File: src/rtl/wtb_pkg.sv
package wtb_pkg;
  typedef enum logic [1:0] {
    ARB_IDLE = 2'd0,
    ARB_REQ  = 2'd1,
    ARB_WAIT = 2'd2
  } arb_state_t;
endpackage

File: src/rtl/wtb_queue.sv
module wtb_queue #(
  parameter int AW    = 16,
  parameter int DW    = 32,
  parameter int DEPTH = 4,
  localparam int PTRW = (DEPTH > 1) ? $clog2(DEPTH) : 1,
  localparam int CNTW = $clog2(DEPTH + 1)
) (
  input  logic            clk,
  input  logic            rst,
  input  logic            push,
  input  logic [AW-1:0]   push_addr,
  input  logic [DW-1:0]   push_data,
  input  logic            pop,
  input  logic [AW-1:0]   look_addr,
  output logic [AW-1:0]   head_addr,
  output logic [DW-1:0]   head_data,
  output logic            empty,
  output logic            full,
  output logic [CNTW-1:0] count,
  output logic            fwd_hit,
  output logic [DW-1:0]   fwd_data
);
  // DEPTH must be a power of two so the pointers wrap by overflow.
  logic [AW-1:0]   q_addr [DEPTH];
  logic [DW-1:0]   q_data [DEPTH];
  logic [PTRW-1:0] wr_ptr, rd_ptr;

  assign empty = (count == '0);
  assign full  = (count == CNTW'(DEPTH));
  assign head_addr = q_addr[rd_ptr];
  assign head_data = q_data[rd_ptr];

  always_ff @(posedge clk) begin
    if (push) begin
      q_addr[wr_ptr] <= push_addr;
      q_data[wr_ptr] <= push_data;
    end
  end

  always_ff @(posedge clk) begin
    if (rst) begin
      wr_ptr <= '0;
      rd_ptr <= '0;
      count  <= '0;
    end else begin
      if (push) wr_ptr <= wr_ptr + 1'b1;
      if (pop)  rd_ptr <= rd_ptr + 1'b1;
      if (push && !pop)      count <= count + 1'b1;
      else if (pop && !push) count <= count - 1'b1;
    end
  end

  // Scan from oldest to youngest; a later match overrides an earlier one.
  always_comb begin
    fwd_hit  = 1'b0;
    fwd_data = '0;
    for (int i = 0; i < DEPTH; i++) begin
      logic [PTRW-1:0] idx;
      idx = rd_ptr + PTRW'(i);
      if ((CNTW'(i) < count) && (q_addr[idx] == look_addr)) begin
        fwd_hit  = 1'b1;
        fwd_data = q_data[idx];
      end
    end
  end
endmodule

File: src/rtl/wtb_arb.sv
module wtb_arb
  import wtb_pkg::*;
#(
  parameter int AW = 16,
  parameter int DW = 32
) (
  input  logic          clk,
  input  logic          rst,
  input  logic          rd_go,
  input  logic [AW-1:0] rd_addr,
  input  logic          wr_avail,
  input  logic [AW-1:0] head_addr,
  input  logic [DW-1:0] head_data,
  input  logic          mem_gnt,
  input  logic          mem_done,
  output logic          mem_req,
  output logic          mem_we,
  output logic [AW-1:0] mem_addr,
  output logic [DW-1:0] mem_wdata,
  output logic          rd_busy,
  output logic          rd_fill,
  output logic          wr_pop
);
  arb_state_t state;
  logic       is_rd;

  always_ff @(posedge clk) begin
    if (rst) begin
      state     <= ARB_IDLE;
      mem_req   <= 1'b0;
      mem_we    <= 1'b0;
      mem_addr  <= '0;
      mem_wdata <= '0;
      is_rd     <= 1'b0;
    end else begin
      unique case (state)
        ARB_IDLE: begin
          if (rd_go) begin
            mem_req  <= 1'b1;
            mem_we   <= 1'b0;
            mem_addr <= rd_addr;
            is_rd    <= 1'b1;
            state    <= ARB_REQ;
          end else if (wr_avail) begin
            mem_req   <= 1'b1;
            mem_we    <= 1'b1;
            mem_addr  <= head_addr;
            mem_wdata <= head_data;
            is_rd     <= 1'b0;
            state     <= ARB_REQ;
          end
        end
        ARB_REQ: begin
          if (mem_gnt) begin
            mem_req <= 1'b0;
            state   <= ARB_WAIT;
          end
        end
        ARB_WAIT: begin
          if (mem_done) state <= ARB_IDLE;
        end
        default: state <= ARB_IDLE;
      endcase
    end
  end

  assign rd_busy = is_rd && (state != ARB_IDLE);
  assign rd_fill = (state == ARB_WAIT) && mem_done && is_rd;
  assign wr_pop  = (state == ARB_WAIT) && mem_done && !is_rd;
endmodule

File: src/rtl/wtb_top.sv
module wtb_top #(
  parameter int AW    = 16,
  parameter int DW    = 32,
  parameter int DEPTH = 4,
  localparam int CNTW = $clog2(DEPTH + 1)
) (
  input  logic          clk,
  input  logic          rst,
  input  logic          st_valid,
  input  logic [AW-1:0] st_addr,
  input  logic [DW-1:0] st_data,
  output logic          st_stall,
  input  logic          rd_valid,
  input  logic [AW-1:0] rd_addr,
  output logic          rd_done,
  output logic [DW-1:0] rd_data,
  output logic          mem_req,
  output logic          mem_we,
  output logic [AW-1:0] mem_addr,
  output logic [DW-1:0] mem_wdata,
  input  logic          mem_gnt,
  input  logic          mem_done,
  input  logic [DW-1:0] mem_rdata
);
  logic            q_full, q_empty, fwd_hit, wr_pop, rd_busy, rd_fill;
  logic [AW-1:0]   head_addr;
  logic [DW-1:0]   head_data, fwd_data;
  logic [CNTW-1:0] q_count;
  logic            rd_pend, rd_fwd, rd_go, push;

  assign st_stall = q_full;
  assign push     = st_valid && !q_full;
  assign rd_pend  = rd_valid && !rd_done && !rd_busy;
  assign rd_fwd   = rd_pend && fwd_hit;
  assign rd_go    = rd_pend && !fwd_hit;

  wtb_queue #(.AW(AW), .DW(DW), .DEPTH(DEPTH)) u_queue (
    .clk(clk), .rst(rst),
    .push(push), .push_addr(st_addr), .push_data(st_data),
    .pop(wr_pop), .look_addr(rd_addr),
    .head_addr(head_addr), .head_data(head_data),
    .empty(q_empty), .full(q_full), .count(q_count),
    .fwd_hit(fwd_hit), .fwd_data(fwd_data)
  );

  wtb_arb #(.AW(AW), .DW(DW)) u_arb (
    .clk(clk), .rst(rst),
    .rd_go(rd_go), .rd_addr(rd_addr),
    .wr_avail(!q_empty), .head_addr(head_addr), .head_data(head_data),
    .mem_gnt(mem_gnt), .mem_done(mem_done),
    .mem_req(mem_req), .mem_we(mem_we), .mem_addr(mem_addr), .mem_wdata(mem_wdata),
    .rd_busy(rd_busy), .rd_fill(rd_fill), .wr_pop(wr_pop)
  );

  always_ff @(posedge clk) begin
    if (rst) begin
      rd_done <= 1'b0;
      rd_data <= '0;
    end else begin
      rd_done <= rd_fwd || rd_fill;
      if (rd_fwd)       rd_data <= fwd_data;
      else if (rd_fill) rd_data <= mem_rdata;
    end
  end
endmodule

File: config.mk
export PLATFORM = sky130hd
export DESIGN_NAME = wtb_top
export DESIGN_NICKNAME = d
export VERILOG_FILES = /design/src/rtl/wtb_pkg.sv /design/src/rtl/wtb_queue.sv /design/src/rtl/wtb_arb.sv /design/src/rtl/wtb_top.sv
export SDC_FILE = /design/constraint.sdc
export NUM_CORES = 1
export LEC_CHECK = 0
export ABC_AREA = 1
export BUFFER_PORTS_ARGS = -buffer_cell sky130_fd_sc_hd__buf_4
export CORE_AREA = 2 2 271 273
export DETAILED_ROUTE_END_ITERATION = 10
export DIE_AREA = 0 0 273 275
export GPL_TIMING_DRIVEN = 0
export PLACE_DENSITY = 0.43
export SYNTH_ARGS = -nofsm -noshare
export SYNTH_HDL_FRONTEND = slang
export SYNTH_SLANG_ARGS = --single-unit
File: constraint.sdc
create_clock -name clk -period 3.65 [get_ports clk]
set_clock_uncertainty 0.2 [all_clocks]
set_input_delay 0.9125 -clock clk [delete_from_list [all_inputs] [get_ports clk]]
set_output_delay 0.9125 -clock clk [all_outputs]
set_load 0.05 [all_outputs]
======== After elaboration in Yosys (flattened, before gate mapping) ========
Memory sizes are Yosys's and may differ from the RTL's. A register that Yosys moved wholly into a read port is not among the register bits.
Index checks and enable logic that the tools add are counted.
operators by class
  $add $sub $neg .......................... 6
  magnitude comparators ................... 4
  equal/unequal tests ..................... 11
  muxes and demuxes ....................... 32
  bitwise logic cells ..................... 2
  reductions and logical operators ........ 33
operator list
  operator                                                                     number
  32-bit 2-to-1 mux                                                            6
  16-bit equality test                                                         4
  16-bit 2-to-1 mux                                                            2
  2-bit 2-to-1 mux                                                             8
  1-bit logical AND                                                            15
  1-bit 2-to-1 mux                                                             12
  3-bit AND reduction                                                          3
  2-bit nonzero test                                                           4
  1-bit zero test                                                              7
  1-bit by 3-bit less-than comparator with 1-bit output, first input constant  2
  2-bit by 3-bit less-than comparator with 1-bit output, first input constant  2
  3-bit 2-to-1 mux                                                             2
  2-bit one-hot mux with 3 select lines                                        1
  2-bit by 1-bit adder with 2-bit output, second input constant                2
  2-bit adder, second input constant                                           2
  2-bit inequality test, second input constant                                 2
  3-bit by 1-bit adder with 3-bit output, second input constant                1
  3-bit equality test, second input constant                                   1
  3-bit zero test                                                              1
  3-bit inequality test, second input constant                                 1
  3-bit by 1-bit subtractor with 3-bit output, second input constant           1
  2-bit by 1-bit equality test with 1-bit output, second input constant        1
  2-bit equality test, second input constant                                   1
  2-bit zero test                                                              1
  other kinds (5)                                                              6
word-level totals
  register bits after elaboration ......... 93
  memory bits (writable) .................. 192
  bits of input ports ..................... 102
  output and inout bits ................... 84
  word-level logic and storage cells ...... 101
  memories kept ........................... 2
memories
  memory          words  bits a word  read ports  clocked after Yosys merged registers in  write ports  RTL line         source
  u_queue.q_data  4      32           4           1                                        1            wtb_queue.sv:25  logic [DW-1:0] q_data [DEPTH];
  u_queue.q_addr  4      16           4           1                                        1            wtb_queue.sv:24  logic [AW-1:0] q_addr [DEPTH];

======== Longest topological paths before layout ========
Gate-level depths: netlist (run 1).
An unclocked memory read counts as a cell.
  word-level depth ........................ 11
  mapped depth ............................ 22
  depth with buffers taken out ............ 19

======== By module ========
Synthesis (run 1) repeated with hierarchy kept, for this count alone.
second synthesis, totals
  cell total of the unflattened synthesis .. 2451
  area, all modules ....................... 17400.4 sq um
modules (own cells, without submodules)
  module     instances  cells an instance  area each (sq um)  seq. area each (sq um)
  wtb_queue  1          1859               13399.1            5945.7
  wtb_arb    1          297                2153.3             1061.0
  wtb_top    1          295                1848.0             660.6

======== Least setup slack after synthesis (run 1) ========
Ideal clock, no wire load.
  path kind ............................... input port to flip-flop
  start point ............................. input port st_valid
  end point ............................... memory u_queue.q_addr[0][0], enable pin
  library setup time ...................... 0.454 ns
  arrival time ............................ 3.095 ns
  data required time ...................... 2.996 ns
  setup slack ............................. -0.099 ns
  stages on the path ...................... 2
  buffers on the path ..................... 0
  path through ............................ nand2_1 nor2_1
on the way
  longest elaborated chain between the ends .. 3
RTL lines
  item                                    RTL line         source
  from (decl)                             wtb_top.sv:9     input logic st_valid,
  1-bit logical AND                       wtb_top.sv:32    assign push = st_valid && !q_full;
  1-bit 2-to-1 mux                        wtb_queue.sv:34  if (push) begin
  1-bit 2-to-1 mux (implied by the code)  wtb_queue.sv:35  q_addr[wr_ptr] <= push_addr;
  to (decl)                               wtb_queue.sv:24
Every way passes these cells.

==> results.toml, run 1 <==
[synth]
ys_types = 34
synth_seq_cells = 287
synth_edf_count = 192
synth_nets = 2683
synth_top_area_share_pct = 32.1
syn_area_sq_mm = 0.0179
synth_area_leader_cell = "edfxtp_1"
avgSynthCellArea_sq_um = 6.98
ys_seq_area_share_pct = 42.7
ys_warn_count = 0
synthArstFlopShare_pct = 0
ys_top_cells_by_area = "edfxtp_1, nand2_1, dfxtp_1, nand3_1, o21ai_0"
synthCells = 2572
ys.flop_type = "edfxtp_1"

[floorplan]
dieArea_sq_mm = 0.0751
fp-row-count = 99
fp.dieH_um = 275
die_w_um = 273
core_sq_mm = 0.0723
io_pins = 186
start_util_pct = 24.8

[sta]
rsz0062_at_grt = "yes"
clock.fmax_mhz = 283
finalHoldViolCount = 0
worst_slack_ns = 0.115
setup-violations-final = 0
maxSlewHeadroom_pct = 30.7
worstMarginPinSlew_ns = 1.04
min_period_over_period_pct = 96.8
min_period_ns = 3.53
worst_hold_slack_ns = 0.261
finalMaxSlewViolations = 0

[cts]
cts_buffers = 37
htree_levels = 2
cts_tree = "yes"
path_clk_slew_ns = 0.06
ctsHoldBuffers = 0
clk_path_buf_depth = 3
cts_sinks = 287
clockRootBuffer = "clkbuf_16"
insertion_delay_ns = 0.58

[setup_path]
timing.rr.end = "u_arb.mem_wdata[2]$_SDFFE_PP0P_"
critPathLaunchType = "flop"
slowest_stage = "clkbuf_4"
path_max_fanout = 10
reg2reg_depth = 16
slowest_delay_ns = 0.38
endpoint_kind = "flop"
cp_cell_sequence = "inv_1, clkbuf_4, nand3_1, nand3_1, nand2_1, nor2_1, nand2_1, nor2_4, nand3_1, nand2_4, nor2_8, nand2_4, buf_6, buf_6, nand3_2, a21oi_2"
cp_num_buf_inv = 4
arrival_ns = 3.83
rrSetupSlack_ns = 0.12
criticalPathCategory = "flop to flop"
crit_top_cell = "nand3_1"
cp_data_required_time_ns = 3.94
critPathTopFamily = "simple AND/OR/NAND/NOR gates"

[global_route]
grt_pass1_wl_um = 121000
first_global_vias = 18100
grt_max_degree = 20
gr-usage-all-layers_pct = 21.9
gr-total-overflow = 0
antenna_found_initial = 4

[routing]
final_antenna_net_count = 0
drt-wirelength-per-cell_um = 22.2
dr_total_vias = 19100
vias_per_cell = 5.03
drt-initial-drc-count = 2352
wirelength_um = 84300
first_pass_iters = 6
drc = 0

[cells_and_area]
syn_to_final_growth_pct = 23.1
multi_input_area_sq_mm = 0.00865
layout-drive-gt1-share_pct = 13.1
fill_cells = 7928
final_nets = 2919
regArea_sq_mm = 0.00767

[outcome]
outcome = "finished clean"

[pwr]
p_leak_nw = 9.88
ir_worst_vdd_mv = 0.316
power_per_cell_area_mw_per_mm2 = 444

[run]
drv_cap = 0

[placement]
hpwl_um = 62500
place_congestion = 0.903
dpl_worst_slack_ns = -0.639
port_buffers = 185

[worst_hold_path]
holdPathEnd = "u_arb.mem_wdata[29]$_SDFFE_PP0P_"
holdPathStages = 2
min_from = "u_arb.mem_wdata[29]$_SDFFE_PP0P_"
hold_path_class = "flop to flop"
==> cells in the mapped netlist (all sizes together) (3+ instances only) <==
library cell / instances
nand2: 906
a21oi: 80
dfxtp: 95
nor2: 218
o21ai: 232
xor2: 6
nand4: 65
clkbuf: 97
nor3: 3
a221oi: 32
edfxtp: 192
ha: 9
o211ai: 34
inv: 233
o22ai: 32
nand3: 254
buf: 78
a22oi: 3
==> routing by layer <==
metal | vias to the layer above | track usage, % | part of all wire [%]
met2 | 901 | 33.7 | 43
met4 | 6 | 7.66 | 3.5
met5 | - | 0 | 0.052
met1 | 9034 | 30.0 | 44
met3 | 143 | 4.89 | 8.5
li1 | 8998 | - | -
==> area by class of cell <==
type	instances	share of cell area (%)
multi-input cells	1876	39.1
flip-flops and latches	287	34.7
repair buffers	197	7.34
well taps	959	5.43
clock buffers	55	4.82
plain buffers	175	4.21
inverters	234	3.99
clock inverters	12	0.379
diodes	1	0.0113
==> flip-flops by register name (all words and copies together), names as in the netlist, named ones only <==
register	count
u_queue.q_addr	64
u_queue.count	3
u_arb.mem_wdata	32
u_arb.mem_req	1
rd_data	32
u_arb.mem_we	1
u_arb.mem_addr	16
u_queue.rd_ptr	2
u_queue.q_data	128
u_queue.wr_ptr	2
rd_done	1
u_arb.is_rd	1
u_arb.state	2
==> through the flow <==
stage	area [sq um]	setup TNS (ns)	power (mW)	utilization, %	instances
6_report	22100	0	9.81	30.5	3796
5_1_grt	22100	-0.0218	10.2	30.5	3795
4_1_cts	22000	0	9.88	30.4	3793
3_5_place_dp	20800	-26.50	6.29	28.7	3725
3_3_place_gp	20500	-619.20	6.25	28.4	3716
2_1_floorplan	17900	-19.05	5.30	-	2572
==> tightest hold or removal path: stages, from the launching register on <==
cell     delay, ns
dfxtp_1       0.31
nand2_1       0.06
a21oi_1       0.05
==> how the worst max path moves through the flow <==
| stage | end | cells after the start | from |
|---|---|---|---|
| finish | u_arb.mem_wdata[2]$_SDFFE_PP0P_ | 16 | flop |
| global placement | u_queue.q_addr[1][10]$_DFFE_PP_ | 3 | st_valid |
| CTS | u_arb.mem_wdata[2]$_SDFFE_PP0P_ | 16 | flop |
| global route | rd_data[10]$_SDFFE_PP0P_ | 13 | flop |
| detailed placement | rd_data[30]$_SDFFE_PP0P_ | 15 | flop |
| floorplan | u_queue.q_addr[0][0]$_DFFE_PP_ | 2 | st_valid |
==> kinds of logic after synthesis <==
family	synth area share, %
AOI/OAI and AO/OA	12.9
adders and majority gates	0.627
DFF	42.7
xor gates and xnor gates	0.342
buffers and inverters	9.78
and+or+nand+nor	33.6
==> where the power goes <==
group	switching, mW	internal, mW
Combinational	1.70	0.680
Clock	1.52	2.03
Sequential	0.156	3.72
Total	3.38	6.43
==> cells in the final DEF, fill, tap and decap left out, drive strengths merged, types with 80 or more instances in the layout <==
master    n
nand2   906
buf     271
nand3   254
inv     235
o21ai   232
nor2    218
edfxtp  192
clkbuf  156
dfxtp    95
a21oi    80
==> repair_timing <==
| item | in CTS | in global routing |
|---|---|---|
| pin swaps | 1 | 2 |
| resized for setup | 27 | 40 |
| endpoints found under the setup margin | 84 | 49 |
| setup buffers | 1 | 2 |
Note: power is estimated with default switching activity, not from simulation.
==> run 2: changes to the inputs <==
Settings changed: CTS_BUF_LIST set to sky130_fd_sc_hd__clkbuf_16, CTS_CLUSTER_SIZE set to 20.
==> run 2 against run 1 <==
Compared with the run above: cell count about the same; clock power is 4% lower; worst setup slack gained 0.031 ns; wire length hardly changed; total power decreased by 1.4%; sequential cell count did not move; critical path type unchanged; critical endpoint is now rd_data[20]$_SDFFE_PP0P_; largest cell class unchanged; largest power group unchanged.
==> results.toml, run 2 (synthesis results as in run 1) <==
[outcome]
outcome = "finished clean"

[sta]
setup-violations-final = 0
min_period_over_period_pct = 96.0
maxSlewHeadroom_pct = 32.3
min_period_ns = 3.50
clock.fmax_mhz = 285
worstMarginPinSlew_ns = 1.02
finalMaxSlewViolations = 0
rsz0062_at_grt = "no"
finalHoldViolCount = 0
fin_setup_tns_ns = 0

[routing]
wirelength_um = 84200
drt-initial-drc-count = 2263
dr_total_vias = 19100
first_pass_iters = 6
vias_per_cell = 5.03
final_antenna_net_count = 0
drc = 0
drt-wirelength-per-cell_um = 22.2

[global_route]
antenna_found_initial = 5
gr-usage-all-layers_pct = 21.8
grt_max_degree = 20
gr-total-overflow = 0
first_global_vias = 18100
grt_pass1_wl_um = 121000

[setup_path]
cp_cell_sequence = "buf_4, buf_2, clkbuf_1, clkbuf_2, o21ai_0, o22ai_1, nand4_1, nand2_1, nand3_1, nand2_1, nand3_1, a21oi_1"
slowest_stage = "o22ai_1"
endpoint_kind = "flop"
cp_data_required_time_ns = 3.97
criticalPathCategory = "flop to flop"
arrival_ns = 3.83
critPathLaunchType = "flop"
path_max_fanout = 10
slowest_delay_ns = 0.61
rrSetupSlack_ns = 0.15
reg2reg_depth = 12
timing.rr.end = "rd_data[20]$_SDFFE_PP0P_"

[floorplan]
fp-row-count = 99
die_w_um = 273
start_util_pct = 24.8
fp.dieH_um = 275
io_pins = 186
core_sq_mm = 0.0723
dieArea_sq_mm = 0.0751

[cts]
cts_sinks = 287
cts_buffers = 37
clk_path_buf_depth = 3
cts_tree = "yes"
htree_levels = 2
insertion_delay_ns = 0.58
path_clk_slew_ns = 0.06
ctsHoldBuffers = 0
clockRootBuffer = "clkbuf_16"

[pwr]
p_leak_nw = 9.92
finalPower_mw = 9.67
power_per_cell_area_mw_per_mm2 = 438
ir_worst_vdd_mv = 0.316

[placement]
dp_cells = 3725
hpwl_um = 62500
place_congestion = 0.903
port_buffers = 185

[cells_and_area]
reg_top3 = "u_queue.q_data (128), u_queue.q_addr (64)"
layout-drive-gt1-share_pct = 13.0
largest_reg_flops = 128
final_cell_mix = "nand2_1, nand3_1, inv_1"
final_util_pct = 30.5
fin_cells = 3798
syn_to_final_growth_pct = 23.0
top_register = "u_queue.q_data"
final_common_cell = "nand2_1"
final_nets = 2921

[run]
drv_cap = 0

[worst_hold_path]
min_from = "u_arb.mem_wdata[29]$_SDFFE_PP0P_"
holdPathEnd = "u_arb.mem_wdata[29]$_SDFFE_PP0P_"
holdPathStages = 2
hold_path_class = "flop to flop"
-- run 2: cell count changes in the layout (fill, tap and decap cells not counted), sizes merged --
cell    delta
clkinv     +5
clkbuf    -14
inv       +12
buf        -1
-- run 2: layout make-up --
cell class	count	area, sq um
Antenna cell	1	2.50
Buffer	175	936
Clock buffer	38	951
Clock inverter	29	148
Fill cell	7933	50300
Inverter	234	881
Multi-Input combinational cell	1876	8650
Sequential cell	287	7670
Tap cell	959	1200
Timing Repair Buffer	199	1640
-- run 2: worst max-delay path by stage --
stage / startpoint / endpoint / slack (ns) / cells after the start
after floorplan: st_valid / u_queue.q_addr[0][0]$_DFFE_PP_ / -0.1 / 2
after global placement: st_valid / u_queue.q_addr[1][10]$_DFFE_PP_ / -3.17 / 3
after detailed placement: flop / rd_data[30]$_SDFFE_PP0P_ / -0.64 / 15
after CTS: flop / u_arb.mem_wdata[2]$_SDFFE_PP0P_ / 0.008 / 16
after global routing: u_queue.rd_ptr[0]$_SDFFE_PP0P_ / rd_data[7]$_SDFFE_PP0P_ / 0.007 / 18
final: flop / rd_data[20]$_SDFFE_PP0P_ / 0.15 / 12
-- run 2: stage by stage --
stage	setup WS [ns]	instance area (sq um)	hold WS, ns
finish	0.146	22100	0.261
global route	0.00711	22100	0.286
CTS	0.00821	22000	0.263
detailed placement	-0.639	20800	0.254
global placement	-3.17	20500	0.257
floorplan	-0.0992	17900	0.259
-- run 2: power breakdown --
part	leakage, nW	switching [mW]	internal, mW
clock	0.581	1.52	1.89
sequential	2.54	0.156	3.72
combinational	6.80	1.71	0.681
total	9.92	3.38	6.29
-- run 2: timing repair --
| action | CTS | global route |
|---|---|---|
| buffers inserted | 1 | 4 |
| resized for setup | 27 | 41 |
| pin swaps | 1 | 2 |
| endpoints found under the setup margin | 85 | 50 |
-- run 2: critical path, delay by kind of cell, from the launching register on --
family,cells,cell delay [ns]
compound gates,3,0.90
buf+inv,4,1.55
flops,1,0.31
simple gates,5,0.49
-- run 2: metal layers --
layer	vias to the layer above	wire length [um]	track usage, %
met3	166	7030	4.97
li1	9003	-	-
met5	-	54	0
met2	879	36500	33.6
met4	8	3170	7.94
met1	9055	37400	29.9
